==> src/rtl/pmp_csr_pkg.sv <==
// Shared definitions for the protection CSR write controller.
// Assumes configuration bytes are 8 bits wide and that the security register holds three bits.
package pmp_csr_pkg;

    localparam int unsigned CFG_BYTE_W   = 8;
    localparam int unsigned SEC_W        = 3;
    localparam int unsigned SEC_LOCKDOWN = 0;
    localparam int unsigned SEC_POLICY   = 1;
    localparam int unsigned SEC_BYPASS   = 2;
    localparam logic [SEC_W-1:0] SEC_RESET = 3'b100;

    typedef enum logic [1:0] {
        MODE_OFF   = 2'd0,
        MODE_TOR   = 2'd1,
        MODE_NA4   = 2'd2,
        MODE_NAPOT = 2'd3
    } match_mode_e;

    typedef struct packed {
        logic        lock;
        logic [1:0]  gap;
        match_mode_e mode;
        logic        x;
        logic        w;
        logic        r;
    } cfg_byte_t;

    // Drop the always-zero field from a raw byte.
    function automatic cfg_byte_t sanitize_cfg(input logic [CFG_BYTE_W-1:0] raw);
        cfg_byte_t b;
        b     = cfg_byte_t'(raw);
        b.gap = 2'b00;
        return b;
    endfunction

    // Write without read is reserved unless lockdown is active.
    function automatic logic is_reserved_perm(input cfg_byte_t b, input logic lockdown);
        return !lockdown && b.w && !b.r;
    endfunction

endpackage

==> src/rtl/pmp_cfg_bank.sv <==
// Storage for the per-entry configuration bytes.
// Assumes the write enables arrive already filtered by the judge; it stores without further checks.
module pmp_cfg_bank #(
    parameter int unsigned NUM_ENTRIES = 16
) (
    input  logic                                     clk,
    input  logic                                     rst_n,
    input  logic [NUM_ENTRIES-1:0]                   we_i,
    input  pmp_csr_pkg::cfg_byte_t [NUM_ENTRIES-1:0] wdata_i,
    output pmp_csr_pkg::cfg_byte_t [NUM_ENTRIES-1:0] cfg_q_o
);

    for (genvar g = 0; g < NUM_ENTRIES; g++) begin : g_entry
        // Hold one configuration byte; reset to off and unlocked.
        always_ff @(posedge clk) begin
            if (!rst_n) begin
                cfg_q_o[g] <= '0;
            end else if (we_i[g]) begin
                cfg_q_o[g] <= wdata_i[g];
            end
        end
    end

endmodule

==> src/rtl/pmp_addr_bank.sv <==
// Storage for the per-entry word-address registers.
// Assumes at most one enable is high per cycle; all share the same write data.
module pmp_addr_bank #(
    parameter int unsigned NUM_ENTRIES = 16,
    parameter int unsigned DATA_W      = 32
) (
    input  logic                               clk,
    input  logic                               rst_n,
    input  logic [NUM_ENTRIES-1:0]             we_i,
    input  logic [DATA_W-1:0]                  wdata_i,
    output logic [NUM_ENTRIES-1:0][DATA_W-1:0] addr_q_o
);

    for (genvar g = 0; g < NUM_ENTRIES; g++) begin : g_entry
        // Hold one word address; reset to zero.
        always_ff @(posedge clk) begin
            if (!rst_n) begin
                addr_q_o[g] <= '0;
            end else if (we_i[g]) begin
                addr_q_o[g] <= wdata_i;
            end
        end
    end

endmodule

==> src/rtl/pmp_write_judge.sv <==
// Decodes a write request and decides whether it may land.
// Purely combinational. Assumes DATA_W is a multiple of 8 and NUM_ENTRIES a multiple of the
// bytes per configuration register. The enables it returns are already cleared on rejection.
module pmp_write_judge #(
    parameter int unsigned NUM_ENTRIES = 16,
    parameter int unsigned DATA_W      = 32,
    parameter int unsigned SEL_W       = 6
) (
    input  logic                                     wr_en_i,
    input  logic [SEL_W-1:0]                         wr_sel_i,
    input  logic [DATA_W-1:0]                        wr_data_i,
    input  pmp_csr_pkg::cfg_byte_t [NUM_ENTRIES-1:0] cfg_q_i,
    input  logic                                     lockdown_i,
    input  logic                                     bypass_i,
    output logic [NUM_ENTRIES-1:0]                   cfg_we_o,
    output pmp_csr_pkg::cfg_byte_t [NUM_ENTRIES-1:0] cfg_wdata_o,
    output logic [NUM_ENTRIES-1:0]                   addr_we_o,
    output logic                                     sec_we_o,
    output logic                                     reject_o
);
    import pmp_csr_pkg::*;

    localparam int PER_REG  = DATA_W / CFG_BYTE_W;
    localparam int CFG_REGS = NUM_ENTRIES / PER_REG;
    localparam int ADDR_LO  = NUM_ENTRIES;
    localparam int SEC_SEL  = 2 * NUM_ENTRIES;

    int                     sel;
    logic                   hit_cfg, hit_addr, hit_sec;
    logic                   cfg_bad, addr_bad, sec_bad, any_locked, accept;
    logic [NUM_ENTRIES-1:0] tor_guard;

    assign sel      = int'(wr_sel_i);
    assign hit_cfg  = sel < CFG_REGS;
    assign hit_addr = (sel >= ADDR_LO) && (sel < SEC_SEL);
    assign hit_sec  = sel == SEC_SEL;

    // Mark entries whose address is pinned by a locked top-of-range successor.
    for (genvar g = 0; g < NUM_ENTRIES; g++) begin : g_guard
        if (g < NUM_ENTRIES - 1) begin : g_inner
            assign tor_guard[g] = cfg_q_i[g+1].lock && (cfg_q_i[g+1].mode == MODE_TOR);
        end else begin : g_last
            assign tor_guard[g] = 1'b0;
        end
    end

    // Evaluate every rule for the addressed register.
    always_comb begin
        cfg_we_o    = '0;
        addr_we_o   = '0;
        cfg_wdata_o = '0;
        cfg_bad     = 1'b0;
        addr_bad    = 1'b0;
        any_locked  = 1'b0;
        for (int e = 0; e < NUM_ENTRIES; e++) begin
            any_locked     = any_locked | cfg_q_i[e].lock;
            cfg_wdata_o[e] = sanitize_cfg(wr_data_i[CFG_BYTE_W*(e%PER_REG) +: CFG_BYTE_W]);
            if (hit_cfg && (e / PER_REG) == sel) begin
                cfg_we_o[e] = 1'b1;
                if (is_reserved_perm(cfg_wdata_o[e], lockdown_i)) cfg_bad = 1'b1;
                if (cfg_q_i[e].lock && !bypass_i && (cfg_wdata_o[e] != cfg_q_i[e])) cfg_bad = 1'b1;
            end
            if (hit_addr && (e + ADDR_LO) == sel) begin
                addr_we_o[e] = 1'b1;
                if (!bypass_i && (cfg_q_i[e].lock || tor_guard[e])) addr_bad = 1'b1;
            end
        end
        sec_bad  = hit_sec && wr_data_i[SEC_BYPASS] && !bypass_i && any_locked;
        reject_o = wr_en_i && (cfg_bad || addr_bad || sec_bad || !(hit_cfg || hit_addr || hit_sec));
        accept   = wr_en_i && !reject_o;
        sec_we_o = accept && hit_sec;
        if (!accept) begin
            cfg_we_o  = '0;
            addr_we_o = '0;
        end
    end

endmodule

==> src/rtl/pmp_csr_ctrl.sv <==
// Protection CSR write controller: owns the entry configuration bytes, the address registers and
// the security register, filters writes through the judge and offers combinational readback.
// Assumes a single write per cycle and a synchronous active-low reset.
module pmp_csr_ctrl #(
    parameter int unsigned NUM_ENTRIES = 16,
    parameter int unsigned DATA_W      = 32,
    parameter int unsigned SEL_W       = $clog2(NUM_ENTRIES) + 2
) (
    input  logic              clk,
    input  logic              rst_n,
    input  logic              wr_en_i,
    input  logic [SEL_W-1:0]  wr_sel_i,
    input  logic [DATA_W-1:0] wr_data_i,
    output logic              err_o,
    input  logic [SEL_W-1:0]  rd_sel_i,
    output logic [DATA_W-1:0] rd_data_o
);
    import pmp_csr_pkg::*;

    localparam int PER_REG  = DATA_W / CFG_BYTE_W;
    localparam int CFG_REGS = NUM_ENTRIES / PER_REG;
    localparam int SEC_SEL  = 2 * NUM_ENTRIES;

    cfg_byte_t [NUM_ENTRIES-1:0]             cfg_q, cfg_wdata;
    logic      [NUM_ENTRIES-1:0][DATA_W-1:0] addr_q;
    logic      [NUM_ENTRIES-1:0]             cfg_we, addr_we;
    logic      [SEC_W-1:0]                   sec_q;
    logic                                    sec_we, reject, err_q, locked_seen;
    int                                      rsel;

    pmp_write_judge #(.NUM_ENTRIES(NUM_ENTRIES), .DATA_W(DATA_W), .SEL_W(SEL_W)) u_judge (
        .wr_en_i    (wr_en_i),
        .wr_sel_i   (wr_sel_i),
        .wr_data_i  (wr_data_i),
        .cfg_q_i    (cfg_q),
        .lockdown_i (sec_q[SEC_LOCKDOWN]),
        .bypass_i   (sec_q[SEC_BYPASS]),
        .cfg_we_o   (cfg_we),
        .cfg_wdata_o(cfg_wdata),
        .addr_we_o  (addr_we),
        .sec_we_o   (sec_we),
        .reject_o   (reject)
    );

    pmp_cfg_bank #(.NUM_ENTRIES(NUM_ENTRIES)) u_cfg (
        .clk    (clk),
        .rst_n  (rst_n),
        .we_i   (cfg_we),
        .wdata_i(cfg_wdata),
        .cfg_q_o(cfg_q)
    );

    pmp_addr_bank #(.NUM_ENTRIES(NUM_ENTRIES), .DATA_W(DATA_W)) u_addr (
        .clk     (clk),
        .rst_n   (rst_n),
        .we_i    (addr_we),
        .wdata_i (wr_data_i),
        .addr_q_o(addr_q)
    );

    // Security register: reset with bypass set, loaded on accepted writes.
    always_ff @(posedge clk) begin
        if (!rst_n) begin
            sec_q <= SEC_RESET;
        end else if (sec_we) begin
            sec_q <= wr_data_i[SEC_W-1:0];
        end
    end

    // Error flag: registered copy of this cycle's rejection.
    always_ff @(posedge clk) begin
        if (!rst_n) begin
            err_q <= 1'b0;
        end else begin
            err_q <= reject;
        end
    end

    assign err_o = err_q;
    assign rsel  = int'(rd_sel_i);

    // Readback multiplexer over every register.
    always_comb begin
        rd_data_o = '0;
        for (int e = 0; e < NUM_ENTRIES; e++) begin
            if (rsel < CFG_REGS && (e / PER_REG) == rsel)
                rd_data_o[CFG_BYTE_W*(e%PER_REG) +: CFG_BYTE_W] = cfg_q[e];
            if (rsel == e + NUM_ENTRIES) rd_data_o = addr_q[e];
        end
        if (rsel == SEC_SEL) rd_data_o[SEC_W-1:0] = sec_q;
    end

    // Independent view of whether any entry is locked, used by the checks below.
    always_comb begin
        locked_seen = 1'b0;
        for (int e = 0; e < NUM_ENTRIES; e++) locked_seen = locked_seen | cfg_q[e].lock;
    end

    assert_reject_keeps_state_R10: assert property (@(posedge clk) disable iff (!rst_n)
        err_q |-> ($stable(cfg_q) && $stable(addr_q) && $stable(sec_q)));

    assert_err_follows_write_R10: assert property (@(posedge clk) disable iff (!rst_n)
        err_q |-> $past(wr_en_i));

    assert_bypass_sticky_R9: assert property (@(posedge clk) disable iff (!rst_n)
        (!sec_q[SEC_BYPASS] && locked_seen) |=> !sec_q[SEC_BYPASS]);

    for (genvar g = 0; g < NUM_ENTRIES; g++) begin : g_chk
        assert_locked_cfg_held_R6: assert property (@(posedge clk) disable iff (!rst_n)
            (cfg_q[g].lock && !sec_q[SEC_BYPASS]) |=> $stable(cfg_q[g]));

        assert_locked_addr_held_R7: assert property (@(posedge clk) disable iff (!rst_n)
            (cfg_q[g].lock && !sec_q[SEC_BYPASS]) |=> $stable(addr_q[g]));

        assert_no_reserved_write_R5: assert property (@(posedge clk) disable iff (!rst_n)
            (cfg_we[g] && !sec_q[SEC_LOCKDOWN]) |-> !(cfg_wdata[g].w && !cfg_wdata[g].r));

        if (g < NUM_ENTRIES - 1) begin : g_tor
            assert_tor_guard_R8: assert property (@(posedge clk) disable iff (!rst_n)
                (cfg_q[g+1].lock && cfg_q[g+1].mode == MODE_TOR && !sec_q[SEC_BYPASS])
                |=> $stable(addr_q[g]));
        end
    end

endmodule

==> config.mk <==
export PLATFORM = sky130hd
export DESIGN_NAME = pmp_csr_ctrl
export DESIGN_NICKNAME = d
export VERILOG_FILES = /design/src/rtl/pmp_csr_pkg.sv /design/src/rtl/pmp_cfg_bank.sv /design/src/rtl/pmp_addr_bank.sv /design/src/rtl/pmp_write_judge.sv /design/src/rtl/pmp_csr_ctrl.sv
export SDC_FILE = /design/constraint.sdc
export NUM_CORES = 2
export LEC_CHECK = 0
export CAP_MARGIN = 40
export CORE_MARGIN = 2
export CORE_UTILIZATION = 62
export DETAILED_ROUTE_END_ITERATION = 6
export GPL_TIMING_DRIVEN = 1
export PLACE_DENSITY = 0.8
export SLEW_MARGIN = 0
export SYNTH_ARGS = -nofsm -noshare
export SYNTH_HDL_FRONTEND = slang
export SYNTH_SLANG_ARGS = --single-unit
==> constraint.sdc <==
create_clock -name clk -period 5.8 [get_ports clk]
set_input_delay 1.45 -clock clk [delete_from_list [all_inputs] [get_ports clk]]
set_output_delay 1.45 -clock clk [all_outputs]
set_load 0.1 [all_outputs]
=== Word-level counts from Yosys, hierarchy flattened ===
Index checks and enable logic that the tools add are counted.

* Output and inout port bits: 33
* Word-level logic and storage cells: 454
* Register bits: 612
* Bits of input ports: 47

* Equal/unequal tests: 71
* Mux-type cells: 135
* Reduce and logical (&&, ||, !) cells: 131
* Magnitude comparators: 4
* Bitwise logic cells: 15

{| class="wikitable"
|+ Operators with widths
! cell !! number
|-
| $mux 32 || 16
|-
| $mux 8 || 16
|-
| $logic_and 1x1->1 || 101
|-
| $mux 1 || 100
|-
| $eq 6x5->1 const B || 16
|-
| $eq 6x6->1 const A || 16
|-
| $ne 6x6->1 || 16
|-
| $logic_not 32->1 || 2
|-
| $mux 16 || 2
|-
| $eq 2x1->1 const B || 15
|-
| $eq 3x6->1 const A || 4
|-
| $logic_or 1x1->1 || 20
|-
| $or 1x1->1 || 15
|-
| $eq 2x6->1 const A || 2
|-
| $eq 6x6->1 const B || 2
|-
| $lt 6x3->1 const B || 2
|-
| $logic_not 1->1 || 8
|-
| $ge 6x5->1 const B || 1
|-
| $lt 6x6->1 const B || 1
|-
| $mux 3 || 1
|}

=== Logic depth before layout (Yosys ltp) ===
* Word-level depth: 58
* Mapped depth: 12
* Depth with buffers taken out: 8

=== Hierarchy ===
A second synthesis with hierarchy kept.

* Cell total of the unflattened synthesis: 3390
* Area, all modules: 33350.7 µm²

{| class="wikitable"
|+ By module, submodules not included
! module !! sequential area each (µm²) !! area an instance (µm²) !! cells an instance !! instances
|-
| pmp_addr_bank || 10249.8 || 20065.5 || 1689 || 1
|-
| pmp_csr_ctrl || 80.1 || 5542.8 || 871 || 1
|-
| pmp_cfg_bank || 2562.5 || 4842.1 || 414 || 1
|-
| pmp_write_judge || 0.0 || 2900.3 || 416 || 1
|}

=== Worst setup path before layout ===
OpenSTA, ideal clock, no wires.

* Kind: input to output
* From: input port rd_sel_i[0]
* To: output port rd_data_o[10]
* Setup slack: -1.395 ns
* Required time: 4.350 ns
* Data arrival time: 5.745 ns
* Stages: 8
* Cell sequence: clkbuf_1 -> clkbuf_1 -> clkbuf_1 -> clkbuf_1 -> clkbuf_1 -> buf_1 -> mux2i_1 -> a221oi_1

* Word-level cells in the longest chain between the ends: 21
* Elaborated cells between the ends (all ways): 45
* Those cells by class: order compare (1); eq/ne (19); mux (20); reduce/logical (5)

{| class="wikitable"
|+ Ends and longest elaborated chain
! item !! line !! source
|-
| from (decl) || pmp_csr_ctrl.sv:15 || <nowiki>input logic [SEL_W-1:0] rd_sel_i,</nowiki>
|-
| $lt 6x3->1, or another cell as far along || pmp_csr_ctrl.sv:86 || <nowiki>if (rsel < CFG_REGS && (e / PER_REG) == rsel)</nowiki>
|-
| $logic_and 1x1->1 / $mux 32 (equally long branches) || pmp_csr_ctrl.sv:86, pmp_csr_ctrl.sv:88 ||
|-
| $mux 8 || pmp_csr_ctrl.sv:86 ||
|-
| $mux 32 (4 in a row) || pmp_csr_ctrl.sv:88 || <nowiki>if (rsel == e + NUM_ENTRIES) rd_data_o = addr_q[e];</nowiki>
|-
| $mux 8 || pmp_csr_ctrl.sv:86 ||
|-
| $mux 32 (4 in a row) || pmp_csr_ctrl.sv:88 ||
|-
| $mux 8 || pmp_csr_ctrl.sv:86 ||
|-
| $mux 32 (4 in a row) || pmp_csr_ctrl.sv:88 ||
|-
| $mux 8 || pmp_csr_ctrl.sv:86 ||
|-
| $mux 32 (2 in a row) || pmp_csr_ctrl.sv:88 ||
|-
| $mux 32 (*) || pmp_csr_ctrl.sv:88 ||
|-
| to (decl) || pmp_csr_ctrl.sv:16 || <nowiki>output logic [DATA_W-1:0] rd_data_o</nowiki>
|}

Mark *: on every way between the ends. The rest lies on a longest branch, timed or not.

=== Final worst setup path ===
* From: input port rd_sel_i[1]
* To: output port rd_data_o[24]

* Word-level cells in the longest chain between the ends: 21
* Elaborated cells between the ends (all ways): 45
* Those cells by class: order compare (1); eq/ne (19); mux (20); reduce/logical (5)

{| class="wikitable"
|+ Ends and longest elaborated chain
! item !! line
|-
| $eq 6x5->1 || pmp_csr_ctrl.sv:88
|-
| $mux 32 (3 in a row) || pmp_csr_ctrl.sv:88
|-
| $mux 8 || pmp_csr_ctrl.sv:86
|-
| $mux 32 (4 in a row) || pmp_csr_ctrl.sv:88
|-
| $mux 8 || pmp_csr_ctrl.sv:86
|-
| $mux 32 (4 in a row) || pmp_csr_ctrl.sv:88
|-
| $mux 8 || pmp_csr_ctrl.sv:86
|-
| $mux 32 (4 in a row) || pmp_csr_ctrl.sv:88
|-
| $mux 8 || pmp_csr_ctrl.sv:86
|-
| $mux 32 (*) || pmp_csr_ctrl.sv:88
|}

Marks and branches as above.

==> flow_summary.yaml <==
status:
  status: "finished clean"
critical_path:
  required_ns: 4.35
  crit_start: "rd_sel_i[1]"
  r2r-start: "u_cfg.cfg_q_o[79]$_SDFFE_PN0P_"
  cp_cell_sequence: "buf_4, nand2b_1, buf_4, nor2_1, buf_4, a221o_1, a2111oi_2, buf_4, o21ai_0, o211ai_1, nand2_2, buf_12"
  crit_arrival_ns: 4.33
  worstRegToRegCells: 9
  reg2reg_slack_ns: 2.00
  path_max_fanout: 16
  crit_path_start_kind: "primary input"
  cp_common_cell: "buf_4"
  critical_path_class: "primary input to output pin"
  cp-end-kind: "output pin"
  crit_family: "buffers and inverters"
  cpPeakStageDelay_ns: 0.56
  crit_buf_inv: 5
  cpMaxStageDelayCell: "nand2b_1"
  rr_endpoint: "u_addr.addr_q_o[233]$_SDFFE_PN0P_"
cells_and_area:
  regArea_sq_um: 12250
  area_growth_pct: 19.02
  final_layout_size_suffix_gt1_share_pct: 14.11
  nNetsFinal: 3358
  layout.filler_cells: 3162
  final_common_cell: "dfxtp_1"
  multi_input_area_sq_um: 13980
  final_cell_mix: "612 x dfxtp_1, 530 x o21ai_0, 504 x nand3_1, 255 x nand2_1, 219 x buf_4"
pwr:
  power.leakage_nw: 11.68
  p_clk_share_pct: 45.8
  sw_frac_of_total_pct: 24.95
  vdd_drop_max_v: 0.0004130
  p_sw_w: 0.002276
  powerDensity_nw_per_um2: 281.9
  p_total_w: 0.009122
  p_int_w: 0.006846
  comb_power_share_pct: 7.9
  pwr-share-seq_pct: 46.2
yosys:
  syn_area_sq_um: 27180
  ys_warn_count: 0
  synthXorXnorAreaFrac_pct: 2.577
  syn-instance-count: 3271
  synthArstFlopShare_pct: 0
  yosysSeqAreaShare_pct: 45.07
  synthSimpleGateAreaFrac_pct: 19.54
  synth_compound_area_share_pct: 22.03
  postSynthRegisterBits: 612
  synth_top_family_by_area: "compound AO/OA/AOI/OAI gates"
  muxShareOfSynthArea_pct: 5.390
  synth_edf_count: 0
  synth_fa_ha_area_share_pct: 0
  synth_ff_type: "dfxtp_1"
  synth_nets: 3318
  syn-mean-instance-area_sq_um: 8.311
  yosysUniqueCellTypes: 67
global_route:
  grt_max_degree: 113
  grt_overflow: 0
  grt_pass1_wl_um: 168400
  grt_use_total_pct: 50.49
  grt_pass1_vias: 26160
  antenna_found_initial: 8
detailed_routing:
  wirelength_um: 116500
  via_count: 27900
  highest_layer: "met5"
  first_pass_iters: 6
  wl_per_cell_um: 29.50
  wl_met1_um: 41640
  wl_met3_um: 17230
  ant_nets: 0
  drtIter0Drc: 4418
  viasPerCell: 7.063
  drc: 0
  wl_met2_um: 47830
min_path:
  min-delay-start: "u_addr.addr_q_o[235]$_SDFFE_PN0P_"
  min_path_type: "flip-flop to flip-flop"
  hold_path_end: "u_addr.addr_q_o[235]$_SDFFE_PN0P_"
  min_delay_path_depth: 2
cts:
  cts_sinks: 612
  cts_buffer_depth: 3
  cts_root_buf: "clkbuf_16"
  htreeDepth: 2
  cts_made_buffers: 59
  cts_tree: "done"
  holdBufCountCts: 0
  clkTransAtPathRegs_ns: 0.06
  worst_skew_pair.late_latency_ns: 0.66
timing:
  skew_ns: 0.02617
  rsz0062_at_grt: "no"
  fin_hold_ws_ns: 0.4643
  max_slew_margin_pct: 37.19
  fmax_ghz: 0.1729
  finalHoldViolations: 0
  fin_crit_sh_pct: 99.74
  slew_viol_final: 0
  min_period_ns: 5.785
  finalSetupViolCount: 0
  tightest_slew_ns: 0.9323
placement:
  place_congestion: 1.020
  dp_hpwl_um: 76640
  io_buffer_count: 79
floorplanning:
  die_h_um: 213.4
  io_pins: 80
  core.rowCount: 76
  core_area_sq_um: 43170
  initial_core_util_pct: 62.97
  die_w_um: 213.4
  die_area_sq_um: 45540
job:
  cap_violations: 0
[routing by layer]
metal / vias to the layer above / track usage (%)
met5: - / 0
met4: 8 / 34.08
met3: 577 / 14.85
met2: 2233 / 73.48
met1: 13160 / 64.92
li1: 11920 / -
[state kept, by name, summed over array words and instances, names as in the netlist]
| register | count |
|---|---|
| u_cfg.cfg_q_o | 96 |
| u_addr.addr_q_o | 512 |
| err_o | 1 |
| sec_q | 3 |
[timing repair]
action / in CTS / in global routing
endpoints found under the setup margin: 8 / 20
buffers inserted: 3 / 1
gates resized for setup: 11 / 17
cloned: 0 / 1
pin swaps: 4 / 7
[layout make-up]
type / instances / area share [%]
Antenna cell: 5 / 0.03867
Tap cell: 585 / 2.262
Inverter: 19 / 0.2204
Multi-Input combinational cell: 2296 / 43.21
Clock buffer: 84 / 5.290
Timing Repair Buffer: 323 / 9.930
Clock inverter: 26 / 1.183
Sequential cell: 612 / 37.87
[cells by family after synthesis]
| family | after synthesis |
|---|---|
| simple gates | 1085 |
| compound gates | 993 |
| flops | 612 |
| buf+inv | 363 |
| mux | 138 |
| xor+xnor | 80 |
[synthesized netlist by cell type (all sizes together) (28+ instances only)]
| cell type | count | area (sq um) |
|---|---|---|
| a21boi | 33 | 247.7 |
| a21oi | 97 | 485.5 |
| a221oi | 40 | 350.3 |
| a22oi | 57 | 427.9 |
| buf | 76 | 384.1 |
| clkbuf | 268 | 1011 |
| dfxtp | 612 | 12250 |
| mux2i | 116 | 1161 |
| nand2 | 257 | 964.7 |
| nand3 | 514 | 2572 |
| nor2 | 105 | 401.6 |
| nor2b | 105 | 656.9 |
| o21ai | 572 | 2863 |
| o22ai | 28 | 175.2 |
| xnor2 | 40 | 350.3 |
| xor2 | 40 | 350.3 |
[power by group through the flow]
| stage | Combinational, W | Clock (W) | Sequential, W |
|---|---|---|---|
| 2_1_floorplan | 0.000383 | 0 | 0.00431 |
| 3_3_place_gp | 0.000677 | 0 | 0.00431 |
| 3_5_place_dp | 0.000683 | 0 | 0.00431 |
| 4_1_cts | 0.000688 | 0.00414 | 0.00422 |
| 5_1_grt | 0.000733 | 0.00431 | 0.00421 |
| 6_report | 0.000724 | 0.00418 | 0.00422 |
[worst max path at each step]
stage                                to  cells after the start
after floorplan           rd_data_o[10]                      8
after global placement    rd_data_o[24]                     14
after detailed placement  rd_data_o[24]                     14
after CTS                 rd_data_o[24]                     14
after global routing      rd_data_o[24]                     12
final                     rd_data_o[24]                     12
[worst min-delay path, cell delays in order, from the launching register on]
cell	delay [ns]
dfxtp_1	0.31
nand2_1	0.05
a21boi_0	0.06
[per-stage QoR]
stage	TNS, ns	setup WS (ns)	cells	cell area [sq um]	utilization (%)
2_1_floorplan	-0.4708	-0.4115	3271	27530	-
3_3_place_gp	-0.5764	-0.2615	3828	30080	69.66
3_5_place_dp	-0.6940	-0.2859	3830	30100	69.71
4_1_cts	-0.02541	-0.02541	3943	32240	74.67
5_1_grt	0	0.04587	3948	32350	74.94
6_report	0	0.01534	3950	32360	74.95
Note: power is estimated with default switching activity, not from simulation.
